## src/rtl/can_btl_pkg.sv

```systemverilog
package can_btl_pkg;

  // Number of quantum samples voted on in triple-sample mode.
  localparam int MAJ_TAPS = 3;

  typedef enum logic [1:0] {
    PH_SYNC = 2'd0,
    PH_SEG1 = 2'd1,
    PH_SEG2 = 2'd2
  } phase_t;

  function automatic logic maj3(input logic a, input logic b, input logic c);
    return (a & b) | (a & c) | (b & c);
  endfunction

endpackage

```

## src/rtl/btl_prescaler.sv

```systemverilog
module btl_prescaler #(
  parameter int W = 6
) (
  input  logic         clk,
  input  logic         rst_n,
  input  logic [W-1:0] div,
  output logic         tick
);

  logic [W-1:0] cnt;

  assign tick = (cnt == div);

  always_ff @(posedge clk or negedge rst_n) begin
    if (!rst_n) cnt <= '0;
    else if (tick) cnt <= '0;
    else cnt <= cnt + 1'b1;
  end

endmodule

```

## src/rtl/btl_rx_sampler.sv

```systemverilog
module btl_rx_sampler
  import can_btl_pkg::*;
(
  input  logic clk,
  input  logic rst_n,
  input  logic tick,
  input  logic rx,
  output logic line_now,
  output logic line_maj,
  output logic fall_edge
);

  localparam int HW = MAJ_TAPS - 1;

  logic          rx_r;
  logic [HW-1:0] hist;   // hist[0] is the previous quantum sample

  always_ff @(posedge clk or negedge rst_n) begin
    if (!rst_n) begin
      rx_r <= 1'b1;
      hist <= '1;
    end else begin
      rx_r <= rx;
      if (tick) hist <= {hist[HW-2:0], rx_r};
    end
  end

  assign line_now  = rx_r;
  assign line_maj  = maj3(hist[1], hist[0], rx_r);
  assign fall_edge = tick & hist[0] & ~rx_r;

endmodule

```

## src/rtl/btl_phase_ctrl.sv

```systemverilog
module btl_phase_ctrl
  import can_btl_pkg::*;
#(
  parameter int SEG1_W = 4,
  parameter int SEG2_W = 3,
  parameter int SJW_W  = 2,
  parameter int CW     = 6
) (
  input  logic              clk,
  input  logic              rst_n,
  input  logic              tick,
  input  logic              fall_edge,
  input  logic              bus_idle,
  input  logic              triple_sample,
  input  logic              line_now,
  input  logic              line_maj,
  input  logic [SEG1_W-1:0] seg1_cfg,
  input  logic [SEG2_W-1:0] seg2_cfg,
  input  logic [SJW_W-1:0]  jump_cfg,
  output logic              sample_strobe,
  output logic              sample_bit,
  output logic              tx_strobe
);

  phase_t        phase, n_phase;
  logic [CW-1:0] qidx, n_qidx;    // 1-based quantum index inside the segment
  logic [CW-1:0] lim1, n_lim1;    // current end of segment one
  logic [CW-1:0] lim2, n_lim2;    // current end of segment two
  logic          resynced, n_res;
  logic          n_samp, n_bit, n_tx;
  logic [CW-1:0] ext, rem;
  logic [CW-1:0] t1, t2, sjw_q;

  assign t1    = CW'(seg1_cfg) + CW'(1);
  assign t2    = CW'(seg2_cfg) + CW'(1);
  assign sjw_q = CW'(jump_cfg) + CW'(1);

  always_comb begin
    n_phase = phase;
    n_qidx  = qidx;
    n_lim1  = lim1;
    n_lim2  = lim2;
    n_res   = resynced;
    n_samp  = 1'b0;
    n_tx    = 1'b0;
    n_bit   = sample_bit;
    ext     = '0;
    rem     = '0;
    if (tick) begin
      if (fall_edge && bus_idle) begin
        n_phase = PH_SEG1;
        n_qidx  = CW'(1);
        n_lim1  = t1;
        n_res   = 1'b0;
        n_tx    = 1'b1;
      end else begin
        case (phase)
          PH_SYNC: begin
            n_phase = PH_SEG1;
            n_qidx  = CW'(1);
            n_lim1  = t1;
          end
          PH_SEG1: begin
            if (fall_edge && !resynced) begin
              ext   = (qidx < sjw_q) ? qidx : sjw_q;
              n_res = 1'b1;
            end
            if (qidx >= lim1 + ext) begin
              n_samp  = 1'b1;
              n_bit   = triple_sample ? line_maj : line_now;
              n_phase = PH_SEG2;
              n_qidx  = CW'(1);
              n_lim2  = t2;
              n_res   = 1'b0;
            end else begin
              n_qidx = qidx + CW'(1);
              n_lim1 = lim1 + ext;
            end
          end
          PH_SEG2: begin
            rem = lim2 - qidx;
            if (fall_edge && !resynced) begin
              n_res = 1'b1;
              if (rem < sjw_q) begin
                n_phase = PH_SEG1;
                n_qidx  = CW'(1);
                n_lim1  = t1;
                n_tx    = 1'b1;
              end else if (rem == sjw_q) begin
                n_phase = PH_SYNC;
                n_tx    = 1'b1;
              end else begin
                n_lim2 = lim2 - sjw_q;
                n_qidx = qidx + CW'(1);
              end
            end else if (qidx >= lim2) begin
              n_phase = PH_SYNC;
              n_tx    = 1'b1;
            end else begin
              n_qidx = qidx + CW'(1);
            end
          end
          default: n_phase = PH_SYNC;
        endcase
      end
    end
  end

  always_ff @(posedge clk or negedge rst_n) begin
    if (!rst_n) begin
      phase         <= PH_SYNC;
      qidx          <= '0;
      lim1          <= '0;
      lim2          <= '0;
      resynced      <= 1'b0;
      sample_strobe <= 1'b0;
      sample_bit    <= 1'b1;
      tx_strobe     <= 1'b0;
    end else begin
      phase         <= n_phase;
      qidx          <= n_qidx;
      lim1          <= n_lim1;
      lim2          <= n_lim2;
      resynced      <= n_res;
      sample_strobe <= n_samp;
      sample_bit    <= n_bit;
      tx_strobe     <= n_tx;
    end
  end

endmodule

```

## src/rtl/can_bit_timer.sv

```systemverilog
module can_bit_timer
  import can_btl_pkg::*;
#(
  parameter int PRESC_W = 6,
  parameter int SEG1_W  = 4,
  parameter int SEG2_W  = 3,
  parameter int SJW_W   = 2
) (
  input  logic               clk,
  input  logic               rst_n,
  input  logic [PRESC_W-1:0] presc,
  input  logic [SEG1_W-1:0]  seg1_cfg,
  input  logic [SEG2_W-1:0]  seg2_cfg,
  input  logic [SJW_W-1:0]   jump_cfg,
  input  logic               triple_sample,
  input  logic               bus_idle,
  input  logic               rx,
  output logic               sample_strobe,
  output logic               sample_bit,
  output logic               tx_strobe
);

  localparam int W12    = (SEG1_W > SEG2_W) ? SEG1_W : SEG2_W;
  localparam int WIDEST = (W12 > SJW_W) ? W12 : SJW_W;
  localparam int CW     = WIDEST + 2;

  logic tq_tick;
  logic line_now;
  logic line_maj;
  logic fall_edge;

  btl_prescaler #(.W(PRESC_W)) u_presc (
    .clk  (clk),
    .rst_n(rst_n),
    .div  (presc),
    .tick (tq_tick)
  );

  btl_rx_sampler u_rxs (
    .clk      (clk),
    .rst_n    (rst_n),
    .tick     (tq_tick),
    .rx       (rx),
    .line_now (line_now),
    .line_maj (line_maj),
    .fall_edge(fall_edge)
  );

  btl_phase_ctrl #(
    .SEG1_W(SEG1_W),
    .SEG2_W(SEG2_W),
    .SJW_W (SJW_W),
    .CW    (CW)
  ) u_phase (
    .clk          (clk),
    .rst_n        (rst_n),
    .tick         (tq_tick),
    .fall_edge    (fall_edge),
    .bus_idle     (bus_idle),
    .triple_sample(triple_sample),
    .line_now     (line_now),
    .line_maj     (line_maj),
    .seg1_cfg     (seg1_cfg),
    .seg2_cfg     (seg2_cfg),
    .jump_cfg     (jump_cfg),
    .sample_strobe(sample_strobe),
    .sample_bit   (sample_bit),
    .tx_strobe    (tx_strobe)
  );

endmodule

```

## config.mk

```make
export PLATFORM = sky130hd
export DESIGN_NAME = can_bit_timer
export DESIGN_NICKNAME = d
export VERILOG_FILES = /design/src/rtl/can_btl_pkg.sv /design/src/rtl/btl_prescaler.sv /design/src/rtl/btl_rx_sampler.sv /design/src/rtl/btl_phase_ctrl.sv /design/src/rtl/can_bit_timer.sv
export SDC_FILE = /design/constraint.sdc
export NUM_CORES = 1
export LEC_CHECK = 0
export BUFFER_PORTS_ARGS = -buffer_cell sky130_fd_sc_hd__buf_4
export CORE_MARGIN = 1
export CORE_UTILIZATION = 40
export DETAILED_ROUTE_END_ITERATION = 8
export PLACE_DENSITY = 0.62
export SLEW_MARGIN = 0
export SYNTH_ARGS = -nofsm -noshare
export SYNTH_HDL_FRONTEND = slang
export SYNTH_SLANG_ARGS = --single-unit
```

## constraint.sdc

```tcl
create_clock -name clk -period 14.24 [get_ports clk]
set_clock_uncertainty 0.05 [all_clocks]
set_input_delay 2.848 -clock clk [delete_from_list [all_inputs] [get_ports clk]]
set_output_delay 2.848 -clock clk [all_outputs]
set_load 0.01 [all_outputs]
```

==> results of run 1 <==
## per-layer routing
metal  track usage [%]  vias to the layer above
met5                 0                        -
met4              5.30                        0
met3              2.57                       11
met2              29.3                       44
met1              26.4                     1129
li1                  -                     1216
## worst reg2reg max path, delay by kind of cell (launching register included)
family / cells / cell delay (ps)
AO/OA/AOI/OAI: 11 / 2540
adder cells (fa/ha/maj): 3 / 800
XOR/XNOR: 1 / 210
AND/OR/NAND/NOR: 4 / 950
flip-flops: 1 / 460
## how the worst min path moves through the flow
stage | startpoint | to | slack [ps]
6_report | u_phase.sample_bit | u_phase.sample_bit | 430
5_1_grt | u_phase.sample_bit | u_phase.sample_bit | 450
4_1_cts | u_rxs.line_now | u_rxs.hist[0] | 430
3_5_place_dp | u_phase.sample_bit | u_phase.sample_bit | 420
3_3_place_gp | u_rxs.hist[1] | u_rxs.hist[1] | 410
2_1_floorplan | u_rxs.hist[1] | u_rxs.hist[1] | 390
## sequential cells by signal, summed over array words and instances (netlist names)
register / count
u_phase.lim2: 6
u_phase.lim1: 6
u_phase.sample_bit: 1
u_phase.qidx: 6
u_presc.cnt: 6
u_phase.sample_strobe: 1
u_phase.resynced: 1
u_rxs.line_now: 1
u_phase.phase: 2
u_phase.tx_strobe: 1
u_rxs.hist: 2
## logic make-up after synthesis
kind of cell | Yosys count | synth area share (%)
xor+xnor | 21 | 6.39
fa+ha+maj | 37 | 16.3
compound gates | 87 | 20.8
flops | 33 | 28.9
other cells | 1 | 0.130
simple gates | 107 | 20.6
mux | 8 | 2.87
buf+inv | 29 | 4.04
## cells in the mapped netlist, types with 6 or more instances
| cell type | n | share of area (%) |
|---|---|---|
| a21oi_1 | 25 | 4.3 |
| a22oi_1 | 7 | 1.8 |
| clkbuf_1 | 6 | 0.78 |
| dfrtp_1 | 29 | 25 |
| ha_1 | 32 | 14 |
| inv_1 | 22 | 2.9 |
| mux2i_1 | 6 | 2.1 |
| nand2_1 | 25 | 3.3 |
| nand3_1 | 13 | 2.3 |
| nor2_1 | 29 | 3.8 |
| nor2b_1 | 6 | 1.3 |
| o21ai_0 | 12 | 2.1 |
| xnor2_1 | 9 | 2.7 |
| xor2_1 | 12 | 3.7 |
## where the power goes
| part | internal (mW) | switching (mW) | total, mW |
|---|---|---|---|
| clock network | 0.0343 | 0.0378 | 0.0721 |
| logic | 0.143 | 0.193 | 0.335 |
| registers | 0.128 | 0.0376 | 0.166 |
## final cells by class
type	instances	area share, %
Tap cell	96	3.72
Sequential cell	33	25.8
Clock inverter	3	0.698
Timing Repair Buffer	22	5.12
Multi-Input combinational cell	262	60.0
Inverter	22	2.56
Clock buffer	5	2.13
==> flow_metrics.py, run 1 <==
metrics = {
    "detailed_routing": {
        "wirelength_met1_um": 3210,
        "routed_wl_met3_um": 222,
        "wl_um": 6420,
        "viasPerCell": 5.42,
        "drc": 0,
        "top_layer_in_use": "met4",
        "route.met2.wl_um": 2870,
        "routedWlPerCell_um": 14.5,
        "drt_pass1_iterations": 4,
        "routed-via-count": 2400,
        "drt_iter0_drc": 106,
        "drtAntennaViolNets": 0,
    },
    "cts": {
        "cts_hold_buf": 0,
        "cts_post_setup_buffers_inserted": 0,
        "clockRootBuffer": "clkbuf_8",
        "cts_max_path_buffers": 2,
        "clkSlewWorstSetupHoldPaths_ps": 80,
        "cts_tree": "done",
        "cts_resized": 0,
        "htreeDepth": 2,
        "clk-insertion-delay-late_ps": 290,
        "cts.sink_count": 33,
        "cts_made_buffers": 5,
    },
    "timing": {
        "timing.final.max_slew_violations": 0,
        "fin_hold_ws_ps": 431,
        "final_clock_period_utilization_by_the_worst_path_pct": 52.9,
        "max_slew_margin_pct": 48.0,
        "report.final.setup_viol": 0,
        "fmax_ghz": 0.133,
        "sum_of_negative_setup_slack_ps": 0,
        "report.final.hold_viol_count": 0,
        "post-route-min-period_ps": 7530,
        "rsz0062_at_grt": "no",
        "final_critical_path_setup_slack_ps": 6710,
        "worstMarginPinSlew_ps": 770,
    },
    "finish": {
        "final_cell_area_um2": 3230,
        "num-fill-cells": 662,
        "fin_nets": 400,
        "layout_common_cells": "32 x ha_1, 29 x nor2_1, 29 x dfrtp_1",
        "layout.core_utilization_pct": 47.0,
        "area_of_the_multi_input_gates_um2": 1940,
        "layoutNonFillerInstCount": 443,
        "post_route_cells_drive_above_1_share_pct": 14.1,
        "insertedDiodeCount": 0,
        "mostFrequentLayoutCell": "ha_1",
        "ff_latch_area_um2": 831,
        "flow.area_growth_from_synthesis_pct": 12.0,
    },
    "critical_path": {
        "timing.critical_path.max_delay_family": "compound AO/OA/AOI/OAI gates",
        "critical_path.slowest_cell": "or4_1",
        "setup.worst_path.start": "jump_cfg[0]",
        "worst_r2r_endpoint": "u_phase.lim1[1]",
        "critical_path.endpoint": "u_phase.lim1[1]",
        "worstPathArrival_ps": 7620,
        "max_stage_delay_ps": 460,
        "cp_max_fo": 6,
        "timing.critical_path.mode_cell": "a21oi_1",
        "cp_num_cells": 22,
        "ff2ff_path_depth": 19,
        "critPathLaunchType": "input port",
        "critical_path_required_ps": 14330,
        "r2r-start": "u_phase.qidx[2]",
        "path_class": "input port to flip-flop",
        "worst-r2r-setup-slack_ps": 9110,
        "cp_num_buf_inv": 2,
        "cp_cell_sequence": "buf_4, ha_1, inv_1, ha_1, or4_1, a21oi_1, a21oi_1, nor2_1, ha_1, a21o_1, a21oi_1, o21bai_1, a21oi_1, xor2_1, ha_1, a21oi_1, nand2_1, a22oi_1, nand3_1, o22a_1, o21ai_1, a22oi_1",
        "endpoint_kind_of_the_worst_setup_timing_path": "flip-flop",
    },
    "place": {
        "finalWeightedCongestion": 0.882,
        "dpl.cell_count": 435,
        "placed_cell_area_um2": 3130,
        "post-dp-hpwl_um": 4980,
        "place_worst_setup_slack_ps": 6450,
        "io_buffers": 22,
    },
    "floorplanning": {
        "effective_utilization_at_floorplan_pct": 41.9,
        "core-area_um2": 6870,
        "rows": 30,
        "io_pins": 23,
        "die-height_um": 86.8,
        "die_width_um": 86.8,
        "design.die.area_um2": 7540,
    },
    "yosys": {
        "async_sr_flop_fraction_pct": 100,
        "syn_avg_cell_area_um2": 8.91,
        "ys.flop_type": "dfrtp_1",
        "post_synth_num_cell_types": 63,
        "syn-cell-area_um2": 2880,
        "synth_warnings": 0,
        "post_synth_edffs": 0,
        "fraction_of_the_yosys_area_taken_by_sequential_cells_pct": 28.9,
        "synth_seq_cells": 33,
        "netlist_instances": 323,
    },
    "global_routing": {
        "grt_start_max_net_pins": 34,
        "global_route_wire_length_before_repair_um": 11100,
        "vias_in_the_first_global_route": 2287,
        "grt_use_total_pct": 18.6,
        "initial_antenna_violation_count": 0,
        "global_route.overflow_total": 0,
    },
    "power": {
        "power_density_nw_per_um2": 178,
        "fin_total_pwr_mw": 0.573,
        "p_leak_nw": 1.45,
        "ir_worst_vdd_mv": 0.0740,
    },
    "outcome": {
        "run_status": "finished clean",
    },
    "hold_path": {
        "hold_path_class": "flip-flop to flip-flop",
        "worstHoldPathCells": 2,
    },
    "run": {
        "drv_cap": 0,
    },
}
Power figures use the tool's default switching activity.
==> run 2, diff against run 1 <==
--- a/config.mk
+++ b/config.mk
@@ -9,7 +9,7 @@
 export CORE_MARGIN = 1
 export CORE_UTILIZATION = 40
 export DETAILED_ROUTE_END_ITERATION = 8
-export PLACE_DENSITY = 0.62
+export PLACE_DENSITY = 0.64
 export SLEW_MARGIN = 0
 export SYNTH_ARGS = -nofsm -noshare
 export SYNTH_HDL_FRONTEND = slang
==> constraint.sdc (replaced) <==
create_clock -name clk -period 6.26 [get_ports clk]
set_clock_uncertainty 0.05 [all_clocks]
set_input_delay 1.252 -clock clk [delete_from_list [all_inputs] [get_ports clk]]
set_output_delay 1.252 -clock clk [all_outputs]
set_load 0.01 [all_outputs]
==> run 2 against run 1 <==
Against the previous run:
- first-iteration DRC count is 3.8% higher
- flip-flop and latch count stayed put
- critical path depth stayed put
- wire length is 2.2% lower
- die area stayed put
==> flow_metrics.py, run 2 (synthesized netlist as in run 1, its figures left out) <==
metrics = {
    "outcome": {
        "run_status": "finished clean",
    },
    "global_routing": {
        "use_met3_pct": 2.95,
        "global_route_wire_length_before_repair_um": 11000,
        "grt_use_total_pct": 18.4,
        "grt_util_met2_pct": 30.4,
        "global_route.overflow_total": 0,
        "initial_antenna_violation_count": 0,
        "grt_start_max_net_pins": 34,
        "vias_in_the_first_global_route": 2363,
        "globalRoute.busiestLayer": "met2",
        "globalRouteMet1Util_pct": 24.9,
    },
    "timing": {
        "report.final.setup_viol": 0,
        "fmax_ghz": 0.174,
        "rsz0062_at_grt": "no",
        "report.final.hold_viol_count": 0,
        "worstMarginPinSlew_ps": 850,
        "fin_hold_ws_ps": 420,
        "max_slew_margin_pct": 42.6,
        "final_clock_period_utilization_by_the_worst_path_pct": 91.6,
        "timing.final.max_slew_violations": 0,
        "final_critical_path_setup_slack_ps": 523,
        "sum_of_negative_setup_slack_ps": 0,
        "post-route-min-period_ps": 5740,
    },
    "place": {
        "place_worst_setup_slack_ps": 153,
        "finalWeightedCongestion": 0.876,
        "io_buffers": 22,
        "post-dp-hpwl_um": 4970,
    },
    "detailed_routing": {
        "routed-via-count": 2415,
        "drc": 0,
        "drt_iter0_drc": 110,
        "drtAntennaViolNets": 0,
        "drt_pass1_iterations": 4,
        "wl_um": 6280,
        "viasPerCell": 5.43,
        "routedWlPerCell_um": 14.1,
    },
    "power": {
        "ir_worst_vdd_mv": 0.180,
        "proportion_of_power_drawn_by_flip_flops_and_latches_pct": 28.4,
        "switching_power_mw": 0.607,
        "power_density_nw_per_um2": 408,
        "internal_power_mw": 0.717,
        "clock_power_share_pct": 12.6,
        "sw_frac_of_total_pct": 45.9,
        "pwr-share-comb_pct": 59.0,
        "p_leak_nw": 1.47,
    },
    "cts": {
        "cts_tree": "done",
        "cts.sink_count": 33,
        "cts_resized": 0,
        "clockRootBuffer": "clkbuf_8",
        "cts_hold_buf": 0,
        "clk-insertion-delay-late_ps": 280,
        "htreeDepth": 2,
        "cts_post_setup_buffers_inserted": 0,
        "cts_made_buffers": 5,
        "cts_max_path_buffers": 2,
        "clkSlewWorstSetupHoldPaths_ps": 70,
    },
    "floorplanning": {
        "design.die.area_um2": 7540,
        "rows": 30,
        "die-height_um": 86.8,
        "effective_utilization_at_floorplan_pct": 41.9,
        "die_width_um": 86.8,
        "io_pins": 23,
        "core-area_um2": 6870,
    },
    "critical_path": {
        "worst_r2r_endpoint": "u_phase.lim1[3]",
        "worstPathArrival_ps": 5840,
        "timing.critical_path.max_delay_family": "compound AO/OA/AOI/OAI gates",
        "cp_cell_sequence": "buf_4, ha_1, inv_1, ha_1, or4_1, a21oi_2, a21oi_1, nor2_1, ha_1, a21o_1, a21oi_1, o21bai_1, a21oi_1, xor2_1, ha_1, a21oi_1, nand2_1, a22oi_1, nand4_1, o22a_1, o21ai_1, a22oi_1",
        "endpoint_kind_of_the_worst_setup_timing_path": "flip-flop",
        "r2r-start": "u_phase.qidx[2]",
        "critical_path_required_ps": 6360,
        "cp_num_buf_inv": 2,
        "ff2ff_path_depth": 19,
        "worst-r2r-setup-slack_ps": 1370,
        "critPathLaunchType": "input port",
        "max_stage_delay_ps": 480,
        "path_class": "input port to flip-flop",
        "cp_max_fo": 6,
        "critical_path.slowest_cell": "or4_1",
    },
    "finish": {
        "layout_common_cells": "32 x ha_1, 29 x nor2_1, 29 x dfrtp_1",
        "layout.core_utilization_pct": 47.2,
        "num-fill-cells": 688,
        "post_route_cells_drive_above_1_share_pct": 14.3,
        "mostFrequentLayoutCell": "ha_1",
        "fin_nets": 402,
        "flow.area_growth_from_synthesis_pct": 12.6,
        "insertedDiodeCount": 0,
    },
    "hold_path": {
        "worstHoldPathCells": 2,
        "hold_path_class": "flip-flop to flip-flop",
        "min_from": "u_rxs.hist[1]",
        "worst_hold_path.endpoint": "u_rxs.hist[1]",
    },
    "run": {
        "drv_cap": 0,
    },
}
run 2: cell count changes in the layout (fill, tap and decap cells not counted):
cell and delta:
clkbuf_8 +1, a21oi_2 +1, clkbuf_1 +2, a21oi_1 -1
clkinvlp_4 -3, buf_4 +2
run 2: tightest hold or removal path, stage by stage (launching register included):
cell	delay (ps)
dfstp_2	370
nand2_1	50
nand2_1	50
run 2: routing by layer:
layer,vias to the layer above,routed length (µm)
met5,-,0
li1,1223,-
met3,9,214
met1,1139,3140
met4,0,87
met2,44,2830
run 2: power by group through the flow:
stage	Combinational [mW]	Clock, mW	Sequential, mW
finish	0.781	0.167	0.376
global route	0.881	0.183	0.388
CTS	0.776	0.174	0.376
detailed placement	0.770	0	0.380
global placement	0.753	0	0.379
floorplan	0.606	0	0.355
run 2: per-stage QoR:
step | cells | total power [mW] | cell area, µm²
after floorplan | 324 | 0.961 | 2880
after global placement | 437 | 1.13 | 3150
after detailed placement | 437 | 1.15 | 3150
after CTS | 445 | 1.33 | 3240
after global routing | 445 | 1.45 | 3240
final | 445 | 1.32 | 3240
run 2: cell type report:
| cell class | count | area [µm²] | area share, % |
|---|---|---|---|
| multi-input combinational | 262 | 1940 | 59.8 |
| inverter | 22 | 82.6 | 2.55 |
| sequential | 33 | 831 | 25.6 |
| timing repair buffer | 24 | 180 | 5.56 |
| clock buffer | 8 | 90.1 | 2.78 |
| tap | 96 | 120 | 3.70 |
run 2: how the worst max path moves through the flow:
stage                     slack (ps)               to         from  depth (start not counted)
after floorplan                  710  u_phase.lim1[0]  jump_cfg[0]                         21
after global placement           300  u_phase.lim1[3]  jump_cfg[0]                         22
after detailed placement         150  u_phase.lim1[3]  jump_cfg[0]                         22
after CTS                        450  u_phase.lim1[3]  jump_cfg[0]                         22
after global routing             130  u_phase.lim1[3]  jump_cfg[0]                         23
final                            520  u_phase.lim1[3]  jump_cfg[0]                         22
==> run 3, diff against run 2 <==
--- a/config.mk
+++ b/config.mk
@@ -5,11 +5,11 @@
 export SDC_FILE = /design/constraint.sdc
 export NUM_CORES = 1
 export LEC_CHECK = 0
-export BUFFER_PORTS_ARGS = -buffer_cell sky130_fd_sc_hd__buf_4
 export CORE_MARGIN = 1
 export CORE_UTILIZATION = 40
 export DETAILED_ROUTE_END_ITERATION = 8
-export PLACE_DENSITY = 0.64
+export DONT_BUFFER_PORTS = 1
+export PLACE_DENSITY = 0.61
 export SLEW_MARGIN = 0
 export SYNTH_ARGS = -nofsm -noshare
 export SYNTH_HDL_FRONTEND = slang
==> run 3 against run 2 <==
Against the previous run:
- flip-flop and latch count is the same
- register-to-register slack worse by 210 ps
- global-route usage rose by 0.35 points
- combinational power is 3.1% lower
- non-clock buffer count shrank 23
- setup slack got worse by 45 ps
- clock-buffer cell count shrank 3
- final cell count fell by 5.2%
- die area stayed put
- wire length increased by 0.76%
- largest cell class unchanged
==> flow_metrics.py, run 3 (synthesized netlist as in run 1, its figures left out) <==
metrics = {
    "outcome": {
        "run_status": "finished clean",
    },
    "place": {
        "placed_cell_area_um2": 2980,
        "post-dp-hpwl_um": 4920,
        "io_buffers": 0,
        "finalWeightedCongestion": 0.883,
        "place_worst_setup_slack_ps": 231,
    },
    "critical_path": {
        "path_class": "input port to flip-flop",
        "setup.worst_path.start": "jump_cfg[0]",
        "ff2ff_path_depth": 19,
        "endpoint_kind_of_the_worst_setup_timing_path": "flip-flop",
        "worst_r2r_endpoint": "u_phase.lim1[3]",
        "critical_path.endpoint": "u_phase.lim1[3]",
        "cp_max_fo": 6,
        "critical_path_required_ps": 6370,
        "worst-r2r-setup-slack_ps": 1160,
        "worstPathArrival_ps": 5890,
        "r2r-start": "u_phase.qidx[2]",
        "critPathLaunchType": "input port",
    },
    "global_routing": {
        "global_route.overflow_total": 0,
        "grt_use_total_pct": 18.8,
        "grt_start_max_net_pins": 34,
        "vias_in_the_first_global_route": 2351,
        "global_route_wire_length_before_repair_um": 11000,
        "initial_antenna_violation_count": 0,
    },
    "timing": {
        "sum_of_negative_setup_slack_ps": 0,
        "report.final.hold_viol_count": 0,
        "timing.final.max_slew_violations": 0,
        "report.final.setup_viol": 0,
        "final_critical_path_setup_slack_ps": 478,
        "max_slew_margin_pct": 47.7,
        "fmax_ghz": 0.173,
        "final_clock_period_utilization_by_the_worst_path_pct": 92.4,
        "worstMarginPinSlew_ps": 785,
        "rsz0062_at_grt": "no",
        "post-route-min-period_ps": 5780,
    },
    "finish": {
        "layout_common_cells": "32 x ha_1, 29 x nor2_1, 29 x dfrtp_1",
        "mostFrequentLayoutCell": "ha_1",
        "flow.area_growth_from_synthesis_pct": 8.17,
        "insertedDiodeCount": 0,
        "fin_nets": 379,
        "final_cell_area_um2": 3110,
        "post_route_cells_drive_above_1_share_pct": 8.59,
    },
    "floorplanning": {
        "rows": 30,
        "core-area_um2": 6870,
        "die-height_um": 86.8,
        "design.die.area_um2": 7540,
        "effective_utilization_at_floorplan_pct": 41.9,
        "die_width_um": 86.8,
        "io_pins": 23,
    },
    "cts": {
        "cts.sink_count": 33,
        "clkSlewWorstSetupHoldPaths_ps": 80,
        "htreeDepth": 2,
        "cts_hold_buf": 0,
        "cts_post_setup_buffers_inserted": 0,
        "clockRootBuffer": "clkbuf_8",
        "cts_made_buffers": 5,
        "cts_max_path_buffers": 2,
        "cts_tree": "done",
        "clk-insertion-delay-late_ps": 300,
        "cts_resized": 0,
    },
    "run": {
        "drv_cap": 0,
    },
    "detailed_routing": {
        "routed-via-count": 2354,
        "viasPerCell": 5.58,
        "routedWlPerCell_um": 15.0,
        "drc": 0,
        "drt_iter0_drc": 143,
        "wl_um": 6320,
        "drtAntennaViolNets": 0,
        "drt_pass1_iterations": 4,
    },
    "hold_path": {
        "hold_path_class": "flip-flop to flip-flop",
    },
    "power": {
        "p_leak_nw": 1.38,
        "power_density_nw_per_um2": 444,
        "ir_worst_vdd_mv": 0.151,
    },
}
-- run 3: cell type report --
class                   instances  area (µm²)
clock inverters                 3        68.8
fillers                       665        3750
well taps                      96         120
repair buffers                  1        7.51
multi-input cells             262        1940
clock buffers                   5        68.8
inverters                      22        82.6
flip-flops and latches         33         831
-- run 3: report_power, final --
part,leakage (nW),switching [mW],internal (mW)
logic,0.895,0.435,0.322
registers,0.414,0.0841,0.292
clock network,0.0687,0.0900,0.160
-- run 3: worst min-delay path by stage --
stage / start / cells past startpoint / endpoint / slack, ps
floorplan: u_rxs.hist[1] / 2 / u_rxs.hist[1] / 390
global placement: u_rxs.hist[1] / 2 / u_rxs.hist[1] / 410
detailed placement: u_rxs.hist[1] / 2 / u_rxs.hist[1] / 420
CTS: u_rxs.hist[1] / 2 / u_rxs.hist[1] / 430
global route: u_rxs.hist[1] / 2 / u_rxs.hist[1] / 450
finish: u_rxs.hist[1] / 2 / u_rxs.hist[1] / 420
-- run 3: per-layer routing --
layer	up-vias	global-route usage, %	routed length, µm
li1	1184	-	-
met1	1120	25.0	3070
met2	43	30.2	2910
met3	7	4.29	264
met4	0	5.91	78
met5	-	0	0
-- run 3: per-stage QoR --
| stage | util, % | cells | hold WS, ps | total power [mW] |
|---|---|---|---|---|
| final | 45.3 | 422 | 422 | 1.38 |
| after global routing | 45.3 | 422 | 452 | 1.52 |
| after CTS | 45.3 | 422 | 431 | 1.39 |
| after detailed placement | 43.3 | 414 | 419 | 1.13 |
| after global placement | 43.3 | 414 | 408 | 1.11 |
| after floorplan | - | 324 | 394 | 0.961 |
-- run 3: worst max-delay path, cell delays in order --
cell and delay (ps):
ha_1 150, inv_1 90, ha_1 180, or4_1 460, a21oi_1 350, a21oi_1 130
nor2_1 190, ha_1 260, a21o_1 170, a21oi_1 200, o21bai_1 80, a21oi_1 180
xor2_1 240, ha_1 320, a21oi_1 220, nand2_1 100, a22oi_1 380, nand3_1 190
o22a_1 320, o21ai_1 300, a22oi_1 140
